### src/rtl/ca_code_pkg.sv
package ca_code_pkg;

  localparam int LFSR_LEN = 10;
  localparam int CODE_LEN = (1 << LFSR_LEN) - 1;

  typedef logic [LFSR_LEN:1] lfsr_t;

  typedef struct packed {
    logic [3:0] a;
    logic [3:0] b;
  } g2_pick_t;

  // Second-register output stage pair for each satellite (select value = number - 1)
  function automatic g2_pick_t g2_pick(input logic [4:0] sel);
    g2_pick_t r;
    case (sel)
      5'd0:  r = {4'd2, 4'd6};
      5'd1:  r = {4'd3, 4'd7};
      5'd2:  r = {4'd4, 4'd8};
      5'd3:  r = {4'd5, 4'd9};
      5'd4:  r = {4'd1, 4'd9};
      5'd5:  r = {4'd2, 4'd10};
      5'd6:  r = {4'd1, 4'd8};
      5'd7:  r = {4'd2, 4'd9};
      5'd8:  r = {4'd3, 4'd10};
      5'd9:  r = {4'd2, 4'd3};
      5'd10: r = {4'd3, 4'd4};
      5'd11: r = {4'd5, 4'd6};
      5'd12: r = {4'd6, 4'd7};
      5'd13: r = {4'd7, 4'd8};
      5'd14: r = {4'd8, 4'd9};
      5'd15: r = {4'd9, 4'd10};
      5'd16: r = {4'd1, 4'd4};
      5'd17: r = {4'd2, 4'd5};
      5'd18: r = {4'd3, 4'd6};
      5'd19: r = {4'd4, 4'd7};
      5'd20: r = {4'd5, 4'd8};
      5'd21: r = {4'd6, 4'd9};
      5'd22: r = {4'd1, 4'd3};
      5'd23: r = {4'd4, 4'd6};
      5'd24: r = {4'd5, 4'd7};
      5'd25: r = {4'd6, 4'd8};
      5'd26: r = {4'd7, 4'd9};
      5'd27: r = {4'd8, 4'd10};
      5'd28: r = {4'd1, 4'd6};
      5'd29: r = {4'd2, 4'd7};
      5'd30: r = {4'd3, 4'd8};
      default: r = {4'd4, 4'd9};
    endcase
    return r;
  endfunction

  // First register: feedback from stages 3 and 10, new bit enters stage 1
  function automatic lfsr_t g1_advance(input lfsr_t s);
    return {s[LFSR_LEN-1:1], s[3] ^ s[10]};
  endfunction

  // Second register: feedback from stages 2,3,6,8,9,10
  function automatic lfsr_t g2_advance(input lfsr_t s);
    return {s[LFSR_LEN-1:1], s[2] ^ s[3] ^ s[6] ^ s[8] ^ s[9] ^ s[10]};
  endfunction

  function automatic logic gold_bit(input lfsr_t g1, input lfsr_t g2, input g2_pick_t p);
    return g1[LFSR_LEN] ^ g2[p.a] ^ g2[p.b];
  endfunction

endpackage

### src/rtl/ca_chip_timer.sv
module ca_chip_timer #(
  parameter int SAMPLES_PER_CHIP = 20
) (
  input  logic clk,
  input  logic rst_n,
  input  logic reload,
  output logic chip_stb
);

  localparam int CW = (SAMPLES_PER_CHIP > 1) ? $clog2(SAMPLES_PER_CHIP) : 1;
  localparam logic [CW-1:0] LAST = CW'(SAMPLES_PER_CHIP - 1);

  logic [CW-1:0] phase;

  assign chip_stb = (phase == LAST);

  always_ff @(posedge clk or negedge rst_n) begin
    if (!rst_n)                  phase <= '0;
    else if (reload || chip_stb) phase <= '0;
    else                         phase <= phase + 1'b1;
  end

  // sample phase never leaves its range
  a_r2_phase_bound: assert property (@(posedge clk) disable iff (!rst_n)
    phase <= LAST);

  generate
    if (SAMPLES_PER_CHIP > 1) begin : g_stb_chk
      // a chip boundary is never followed directly by another
      a_r2_strobe_isolated: assert property (@(posedge clk) disable iff (!rst_n)
        chip_stb |=> !chip_stb);
    end
  endgenerate

endmodule

### src/rtl/ca_gold_core.sv
module ca_gold_core
  import ca_code_pkg::*;
(
  input  logic     clk,
  input  logic     rst_n,
  input  logic     chip_stb,
  input  logic     reload,
  input  logic     del_req,
  input  logic     dup_req,
  input  g2_pick_t pick,
  output logic     chip_bit,
  output logic     epoch
);

  localparam lfsr_t ONES = '1;
  localparam int SW = LFSR_LEN + 1;

  lfsr_t g1, g2;
  lfsr_t g1_one, g1_two, g2_one, g2_two;
  logic [LFSR_LEN-1:0] idx;
  logic [SW-1:0] idx_sum;
  logic pend_del, pend_dup, epoch_q;
  logic [1:0] step;
  logic wrap;

  assign g1_one = g1_advance(g1);
  assign g1_two = g1_advance(g1_one);
  assign g2_one = g2_advance(g2);
  assign g2_two = g2_advance(g2_one);

  // Chip step taken at the coming boundary: skip, hold, or normal
  always_comb begin
    if (pend_del && !pend_dup)      step = 2'd2;
    else if (pend_dup && !pend_del) step = 2'd0;
    else                            step = 2'd1;
  end

  assign idx_sum = {1'b0, idx} + SW'(step);
  assign wrap    = idx_sum >= SW'(CODE_LEN);

  always_ff @(posedge clk or negedge rst_n) begin
    if (!rst_n) begin
      g1 <= ONES;
      g2 <= ONES;
      idx <= '0;
      pend_del <= 1'b0;
      pend_dup <= 1'b0;
      epoch_q <= 1'b0;
    end else if (reload) begin
      g1 <= ONES;
      g2 <= ONES;
      idx <= '0;
      pend_del <= 1'b0;
      pend_dup <= 1'b0;
      epoch_q <= 1'b0;
    end else if (chip_stb) begin
      case (step)
        2'd0:    begin g1 <= g1;     g2 <= g2;     end
        2'd2:    begin g1 <= g1_two; g2 <= g2_two; end
        default: begin g1 <= g1_one; g2 <= g2_one; end
      endcase
      idx <= LFSR_LEN'(wrap ? idx_sum - SW'(CODE_LEN) : idx_sum);
      pend_del <= del_req;
      pend_dup <= dup_req;
      epoch_q <= wrap;
    end else begin
      pend_del <= pend_del | del_req;
      pend_dup <= pend_dup | dup_req;
      epoch_q <= 1'b0;
    end
  end

  assign chip_bit = gold_bit(g1, g2, pick);
  assign epoch    = epoch_q;

  // chip index stays inside one code period
  a_r3_index_bound: assert property (@(posedge clk) disable iff (!rst_n)
    idx < LFSR_LEN'(CODE_LEN));

  // both registers are back at all ones whenever the index is at chip 0
  a_r3_home_state: assert property (@(posedge clk) disable iff (!rst_n)
    (idx == '0) |-> (g1 == ONES && g2 == ONES));

  // epoch only appears right after a wrap
  a_r10_epoch_index: assert property (@(posedge clk) disable iff (!rst_n)
    epoch_q |-> (idx < LFSR_LEN'(2)));

  // a reload restarts the count with no epoch
  a_r11_reload_home: assert property (@(posedge clk) disable iff (!rst_n)
    reload |=> (idx == '0 && !epoch_q));

  // a lone duplicate holds the code state across the boundary
  a_r8_dup_holds: assert property (@(posedge clk) disable iff (!rst_n)
    (chip_stb && pend_dup && !pend_del && !reload) |=> (idx == $past(idx) && g1 == $past(g1)));

endmodule

### src/rtl/ca_tap_line.sv
module ca_tap_line #(
  parameter int FINE_STAGES = 20,
  parameter int HALF        = 10,
  parameter int FW          = 5
) (
  input  logic          clk,
  input  logic          rst_n,
  input  logic          din,
  input  logic [FW-1:0] fine,
  output logic          early,
  output logic          prompt,
  output logic          late
);

  localparam int DEPTH = FINE_STAGES + 2 * HALF;
  localparam int IW    = $clog2(DEPTH);

  logic [DEPTH-1:0] sr;
  logic [FW-1:0]    fine_eff;
  logic [IW-1:0]    base;

  always_ff @(posedge clk or negedge rst_n) begin
    if (!rst_n) sr <= '0;
    else        sr <= {sr[DEPTH-2:0], din};
  end

  // Clamp only when the field can encode more stages than exist
  generate
    if ((1 << FW) > FINE_STAGES) begin : g_clamp
      assign fine_eff = (fine > FW'(FINE_STAGES - 1)) ? FW'(FINE_STAGES - 1) : fine;
    end else begin : g_direct
      assign fine_eff = fine;
    end
  endgenerate

  assign base   = IW'(fine_eff);
  assign early  = sr[base];
  assign prompt = sr[base + IW'(HALF)];
  assign late   = sr[base + IW'(2 * HALF)];

endmodule

### src/rtl/ca_code_gen.sv
module ca_code_gen
  import ca_code_pkg::*;
#(
  parameter int SAMPLES_PER_CHIP = 20,
  parameter int FINE_STAGES      = 20,
  localparam int FINE_W          = $clog2(FINE_STAGES)
) (
  input  logic              clk,
  input  logic              rst_n,
  input  logic [4:0]        sat_sel,
  input  logic              del_req,
  input  logic              dup_req,
  input  logic [FINE_W-1:0] fine_dly,
  output logic              code_early,
  output logic              code_prompt,
  output logic              code_late,
  output logic              epoch
);

  localparam int HALF = SAMPLES_PER_CHIP / 2;

  logic [4:0] sat_q;
  logic       reload;
  logic       chip_stb;
  logic       chip_bit;
  g2_pick_t   pick;

  // Tracks the select every clock, also during reset, so release needs no reload
  always_ff @(posedge clk) sat_q <= sat_sel;

  assign reload = (sat_sel != sat_q);
  assign pick   = g2_pick(sat_sel);

  ca_chip_timer #(.SAMPLES_PER_CHIP(SAMPLES_PER_CHIP)) u_timer (
    .clk(clk), .rst_n(rst_n), .reload(reload), .chip_stb(chip_stb)
  );

  ca_gold_core u_core (
    .clk(clk), .rst_n(rst_n), .chip_stb(chip_stb), .reload(reload),
    .del_req(del_req), .dup_req(dup_req), .pick(pick),
    .chip_bit(chip_bit), .epoch(epoch)
  );

  ca_tap_line #(.FINE_STAGES(FINE_STAGES), .HALF(HALF), .FW(FINE_W)) u_taps (
    .clk(clk), .rst_n(rst_n), .din(chip_bit), .fine(fine_dly),
    .early(code_early), .prompt(code_prompt), .late(code_late)
  );

  // epoch is a single-cycle pulse
  a_r10_epoch_single: assert property (@(posedge clk) disable iff (!rst_n)
    epoch |=> !epoch);

endmodule

### config.mk
export PLATFORM = sky130hd
export DESIGN_NAME = ca_code_gen
export DESIGN_NICKNAME = d
export VERILOG_FILES = /design/src/rtl/ca_code_pkg.sv /design/src/rtl/ca_chip_timer.sv /design/src/rtl/ca_gold_core.sv /design/src/rtl/ca_tap_line.sv /design/src/rtl/ca_code_gen.sv
export SDC_FILE = /design/constraint.sdc
export NUM_CORES = 1
export LEC_CHECK = 0
export CELL_PAD_IN_SITES_DETAIL_PLACEMENT = 1
export CELL_PAD_IN_SITES_GLOBAL_PLACEMENT = 1
export CORE_UTILIZATION = 45
export CTS_CLUSTER_SIZE = 14
export DETAILED_ROUTE_END_ITERATION = 6
export DONT_BUFFER_PORTS = 1
export PLACE_DENSITY_LB_ADDON = 0.1
export SLEW_MARGIN = 25
export SYNTH_ARGS = -nofsm -noshare
export SYNTH_HDL_FRONTEND = slang
export SYNTH_SLANG_ARGS = --single-unit
### constraint.sdc
create_clock -name clk -period 6 [get_ports clk]
set_input_delay 1.2 -clock clk [delete_from_list [all_inputs] [get_ports clk]]
set_output_delay 1.2 -clock clk [all_outputs]
set_load 0.005 [all_outputs]
==> flow_metrics.env, run 1 <==
export IMPL_synth_simple_area_share_pct=14.6
export IMPL_yosysMostFrequentCell="mux2i_1"
export IMPL_viasPerCell=5.70
export IMPL_wl_per_cell_um=17.2
export IMPL_start_util_pct=46.5
export IMPL_synth_top_area_cell="dfrtp_1"
export IMPL_die_w_um=105
export IMPL_synthAdderAreaFrac_pct=3.81
export IMPL_start_kind="input pin"
export IMPL_reg2reg_to="u_core.idx[4]"
export IMPL_worstPathRequired_ps=4800
export IMPL_vias=3432
export IMPL_postCtsHoldBufs=0
export IMPL_finalCriticalPeriod_ps=4820
export IMPL_post_dp_cell_area_um2=4900
export IMPL_synthArstFlopShare_pct=94.0
export IMPL_path_cells="o21a_1 -> nor2_2 -> buf_4 -> inv_1 -> ha_1 -> xnor2_2 -> nor2b_1 -> a211oi_1 -> a21oi_1 -> a211o_1 -> a31oi_1"
export IMPL_drtAntennaViolNets=0
export IMPL_die_h_um=105
export IMPL_holdPathStages=0
export IMPL_syn_inst=466
export IMPL_power_density_nw_per_um2=277
export IMPL_status="completed"
export IMPL_drv_slew=0
export IMPL_grt_pass1_wl_um=17300
export IMPL_rows=37
export IMPL_finalHoldViolations=0
export IMPL_reg2reg_depth=11
export IMPL_setup_viol=0
export IMPL_design_area_um2=5120
export IMPL_leakage_nw=2.09
export IMPL_timing_rr_start="u_core.pend_dup"
export IMPL_synth_top_family_by_area="multiplexers"
export IMPL_place_congestion=0.798
export IMPL_antenna_cells=0
export IMPL_synth_seq_area_share_pct=43.3
export IMPL_crit_buf_inv=2
export IMPL_cts_made_buffers=9
export IMPL_crit_end="code_prompt"
export IMPL_overflow=0
export IMPL_top_layer_used="met4"
export IMPL_clk_latency_ps=360
export IMPL_tightest_slew_ps=783
export IMPL_min_path_type="reg2reg"
export IMPL_synth_top_cell_area_share_pct=30.3
export IMPL_areaGrowthSynthToFinish_pct=6.81
export IMPL_cts_sinks=83
export IMPL_grt_pass1_vias=3454
export IMPL_critical_path_peak_fanout=12
export IMPL_cts_repair_resized=0
export IMPL_synth_avg_cell_area_um2=10.3
export IMPL_synth_ff_type="dfrtp_1"
export IMPL_ys_types=67
export IMPL_met2_length_um=5120
export IMPL_track_usage_pct=19.8
export IMPL_ios=18
export IMPL_setup_worst_path_class="in2out"
export IMPL_synth_area_um2=4800
export IMPL_core_um2=10300
export IMPL_drt_iter0_drc=105
export IMPL_syn_nets=494
export IMPL_netlist_top_cells_area="dfrtp_1, mux2i_1, dfstp_2, a21oi_1, ha_1"
export IMPL_r2r_slack_ps=2910
export IMPL_synth_edf_count=0
export IMPL_antenna_found_initial=0
export IMPL_period_share_pct=80.4
export IMPL_io_buffers=0
export IMPL_synth_yosys_warnings=0
export IMPL_cts_setup_buffers=0
export IMPL_max_cap_violations=0
export IMPL_netlist_top_cells_count="mux2i_1, dfrtp_1, nor2_1, a21oi_1, nand2_1"
export IMPL_synthXorXnorAreaFrac_pct=4.72
export IMPL_synth_compound_area_share_pct=14.1
export IMPL_drive_above_1_share_pct=13.7
export IMPL_crit_family="compound AO/OA/AOI/OAI gates"
export IMPL_end_kind="output port"
export IMPL_crit_arrival_ps=3620
export IMPL_root_buffer="clkbuf_8"
export IMPL_drt_wl_total_um=10300
export IMPL_clockBufferDepth=2
export IMPL_final_util_pct=49.6
export IMPL_cts_tree="built"
export IMPL_dr_pass1_iters=4
export IMPL_wl_met3_um=169
export IMPL_cts_clk_slew_worst_paths_ps=80
export IMPL_synth_mux_area_share_pct=16.2
export IMPL_slowest_delay_ps=520
export IMPL_cts_htree_levels=3
export IMPL_grt_max_degree=79
export IMPL_drt_met1_wl_um=4940
export IMPL_setup_tns_ps=0
export IMPL_crit_cells=11
export IMPL_slew_headroom_pct=47.8
export IMPL_cp_slowest_cell="xnor2_2"
export IMPL_dp_hpwl_um=7270
export IMPL_drc=0
export IMPL_rsz0062_at_grt="no"
export IMPL_cp_startpoint="fine_dly[3]"
export IMPL_clock_skew_final_ps=13.9
export IMPL_fmax_ghz=0.207
export IMPL_synth_seq_cells=83
export IMPL_ir_drop_mv=0.115
export IMPL_fp_dieArea_um2=11100
export IMPL_nets=489
## where the power goes
group	leakage (nW)	internal [W]	switching [W]	total, W
Sequential	0.958	0.000665	0.0000551	0.000720
Combinational	1.01	0.000114	0.000126	0.000240
Clock	0.114	0.000259	0.000201	0.000461
## worst min path at each step
| stage | end | slack (ps) | startpoint |
|---|---|---|---|
| 6_report | u_taps.sr[18] | 370 | u_taps.sr[17] |
| 3_3_place_gp | u_taps.sr[26] | 360 | u_taps.sr[25] |
| 5_1_grt | u_taps.sr[18] | 370 | u_taps.sr[17] |
| 3_5_place_dp | u_taps.sr[26] | 360 | u_taps.sr[25] |
| 2_1_floorplan | u_taps.sr[10] | 350 | u_taps.sr[9] |
| 4_1_cts | u_taps.sr[18] | 370 | u_taps.sr[17] |
## flip-flops by register name, indices dropped and copies added, names as in the netlist
register and cells:
u_core.epoch 1, sat_q 5, u_taps.sr 40, u_core.pend_dup 1, u_core.idx 10, u_core.g2 10
u_core.g1 10, u_core.pend_del 1, u_timer.phase 5
## cell usage in the layout (no fill, tap or decap), types with 3 or more instances in the layout
cell / synthesis / routed
mux4_2: 3 / 3
buf_4: 3 / 6
nor2b_1: 9 / 9
nor2_1: 35 / 34
xor2_1: 10 / 10
nor3_1: 8 / 8
mux2_2: 6 / 6
a21o_1: 3 / 3
nand2_1: 34 / 34
a211o_1: 4 / 4
a22oi_1: 4 / 4
nand2b_1: 4 / 4
nor2_2: 2 / 3
and3_1: 6 / 6
clkbuf_8: 0 / 11
dfstp_2: 20 / 20
ha_1: 13 / 13
o21ai_0: 19 / 19
nand3_1: 7 / 7
a31oi_1: 4 / 4
a21oi_1: 34 / 34
or3_1: 3 / 3
dfrtp_1: 58 / 58
inv_1: 11 / 11
xnor2_1: 14 / 14
nor3b_1: 5 / 5
a211oi_1: 6 / 6
o22ai_1: 3 / 3
o211ai_1: 6 / 6
mux2i_1: 64 / 64
dfxtp_1: 5 / 5
## metrics by stage
step | hold slack [ps] | instances | power, W | worst slack [ps]
2_1_floorplan | 353 | 466 | 0.000911 | 1640
3_3_place_gp | 358 | 586 | 0.000963 | 1350
3_5_place_dp | 361 | 586 | 0.000974 | 1180
4_1_cts | 374 | 602 | 0.00144 | 1150
5_1_grt | 375 | 602 | 0.00149 | 993
6_report | 371 | 602 | 0.00142 | 1180
## worst reg2reg max path, stage by stage (launching register included)
cell and delay (ps):
dfrtp_1 410, inv_1 70, ha_1 140, buf_4 340, ha_1 310, a21oi_1 270
o21ai_0 170, a221o_1 370, nor3_2 310, a21o_2 260, nor3_1 70, a211o_1 270
## layout make-up
class	count	area, µm²
fill	1136	5200
multi-input combinational	350	2560
sequential	83	2080
tap	136	170
clock buffer	13	159
clock inverter	3	68.8
timing repair buffer	6	45.0
inverter	11	41.3
## cell families (layout without fill, tap and decap cells)
| group | Yosys count | in the layout |
|---|---|---|
| and+or+nand+nor | 134 | 134 |
| AOI/OAI and AO/OA | 104 | 104 |
| DFF | 83 | 83 |
| muxes | 73 | 73 |
| buffers and inverters | 33 | 33 |
| xor gates and xnor gates | 25 | 25 |
| adders and majority gates | 14 | 14 |
## per-layer routing
| metal | GRT usage [%] | vias up |
|---|---|---|
| met5 | 0 | - |
| met2 | 34.0 | 19 |
| met3 | 3.28 | 11 |
| met1 | 25.4 | 1726 |
| met4 | 6.54 | 0 |
| li1 | - | 1676 |
(Power assumes the default switching activity.)
==> run 2, diff against run 1 <==
clock period = 5 ns   (was 6 ns; I/O delays follow)
==> flow_metrics.env, run 2 (synthesis gave the netlist of run 1 again) <==
export IMPL_status="completed"
export IMPL_final_cell_mix="mux2i_1, dfrtp_1, nand2_1, a21oi_1, nor2_1"
export IMPL_finalCriticalPeriod_ps=4360
export IMPL_largest_reg_flops=40
export IMPL_postCtsHoldBufs=0
export IMPL_track_usage_pct=19.8
export IMPL_holdWs_ps=338
export IMPL_start_util_pct=46.5
export IMPL_critical_path_peak_fanout=12
export IMPL_finalWorstSetupSlack_ps=643
export IMPL_max_cap_violations=0
export IMPL_rows=37
export IMPL_die_h_um=105
export IMPL_worstPathRequired_ps=4000
export IMPL_cts_repair_resized=0
export IMPL_slew_headroom_pct=44.7
export IMPL_cts_tree="built"
export IMPL_antenna_cells=0
export IMPL_dr_pass1_iters=4
export IMPL_core_um2=10300
export IMPL_nFillCells=1136
export IMPL_ios=18
export IMPL_setup_viol=0
export IMPL_cts_setup_buffers=0
export IMPL_cts_sinks=83
export IMPL_grt_pass1_vias=3523
export IMPL_layout_commonest_cell="mux2i_1"
export IMPL_place_congestion=0.782
export IMPL_clk_latency_ps=350
export IMPL_rsz0062_at_grt="no"
export IMPL_top_register="u_taps.sr"
export IMPL_grt_pass1_wl_um=17400
export IMPL_crit_arrival_ps=3360
export IMPL_die_w_um=105
export IMPL_tightest_slew_ps=823
export IMPL_ir_drop_mv=0.160
export IMPL_areaGrowthSynthToFinish_pct=6.26
export IMPL_end_kind="output port"
export IMPL_start_kind="input pin"
export IMPL_design_area_um2=5100
export IMPL_nets=489
export IMPL_power_density_nw_per_um2=323
export IMPL_drt_iter0_drc=106
export IMPL_drv_slew=0
export IMPL_drive_above_1_share_pct=13.9
export IMPL_cts_clk_slew_worst_paths_ps=90
export IMPL_leakage_nw=2.07
export IMPL_clockBufferDepth=2
export IMPL_setup_tns_ps=0
export IMPL_drtAntennaViolNets=0
export IMPL_cts_htree_levels=3
export IMPL_r2r_slack_ps=1920
export IMPL_wl_per_cell_um=17.0
export IMPL_min_path_type="in2async"
export IMPL_period_share_pct=87.1
export IMPL_setup_worst_path_class="in2out"
export IMPL_drt_wl_total_um=10300
export IMPL_clock_skew_final_ps=12.5
export IMPL_viasPerCell=5.69
export IMPL_grt_max_degree=79
export IMPL_drc=0
export IMPL_overflow=0
export IMPL_post_dp_cell_area_um2=4900
export IMPL_cts_made_buffers=9
export IMPL_dp_hpwl_um=7220
export IMPL_io_buffers=0
export IMPL_root_buffer="clkbuf_8"
export IMPL_dp_slack_ps=628
export IMPL_antenna_found_initial=0
export IMPL_vias=3425
export IMPL_fmax_ghz=0.230
export IMPL_finalHoldViolations=0
export IMPL_fp_dieArea_um2=11100
[run 2: layout make-up]
cell class                 count  area [µm²]  area share (%)
clock inverter                 5        60.1            1.18
timing repair buffer           6        45.0           0.884
inverter                      11        41.3           0.810
tap                          136         170            3.34
clock buffer                  11         141            2.77
sequential                    83        2080            40.7
multi-input combinational    350        2560            50.3
[run 2: path summary, 6_finish.rpt]
path,from,end,cells after the start
max in group asynchronous,rst_n,u_core.g1[6],0
setup reg to reg,u_core.pend_dup,u_core.idx[4],11
min in group clk,u_taps.sr[24],u_taps.sr[25],0
setup / recovery,fine_dly[3],code_prompt,11
hold / removal,rst_n,u_taps.sr[35],0
hold reg to reg,u_taps.sr[24],u_taps.sr[25],0
[run 2: stage by stage]
step                      power, W  utilization (%)  std cells
final                      0.00164             49.4        602
after CTS                  0.00167             49.4        602
after global routing       0.00174             49.4        602
after detailed placement   0.00117             47.4        586
after floorplan            0.00109                -        466
after global placement     0.00116             47.4        586
[run 2: layer usage]
metal  routed length [µm]  global-route usage [%]  part of all wire (%)
met4                   68                    4.83                  0.66
met1                 4950                    26.4                    48
met3                  176                    4.08                   1.7
met2                 5060                    32.8                    49
met5                    0                       0                     0
[run 2: critical path: stages]
cell and delay, ps:
o21a_1 200, nor2_2 80, buf_4 220, inv_1 130
ha_1 260, xnor2_2 510, nor2b_1 100, a211oi_1 260
a211oi_1 80, a211o_1 280, a31oi_1 220
[run 2: power by group]
part	total [W]	leakage [nW]	switching, W	internal, W
combinational	0.000290	1.01	0.000153	0.000137
clock	0.000489	0.0999	0.000242	0.000247
sequential	0.000866	0.958	0.0000682	0.000798
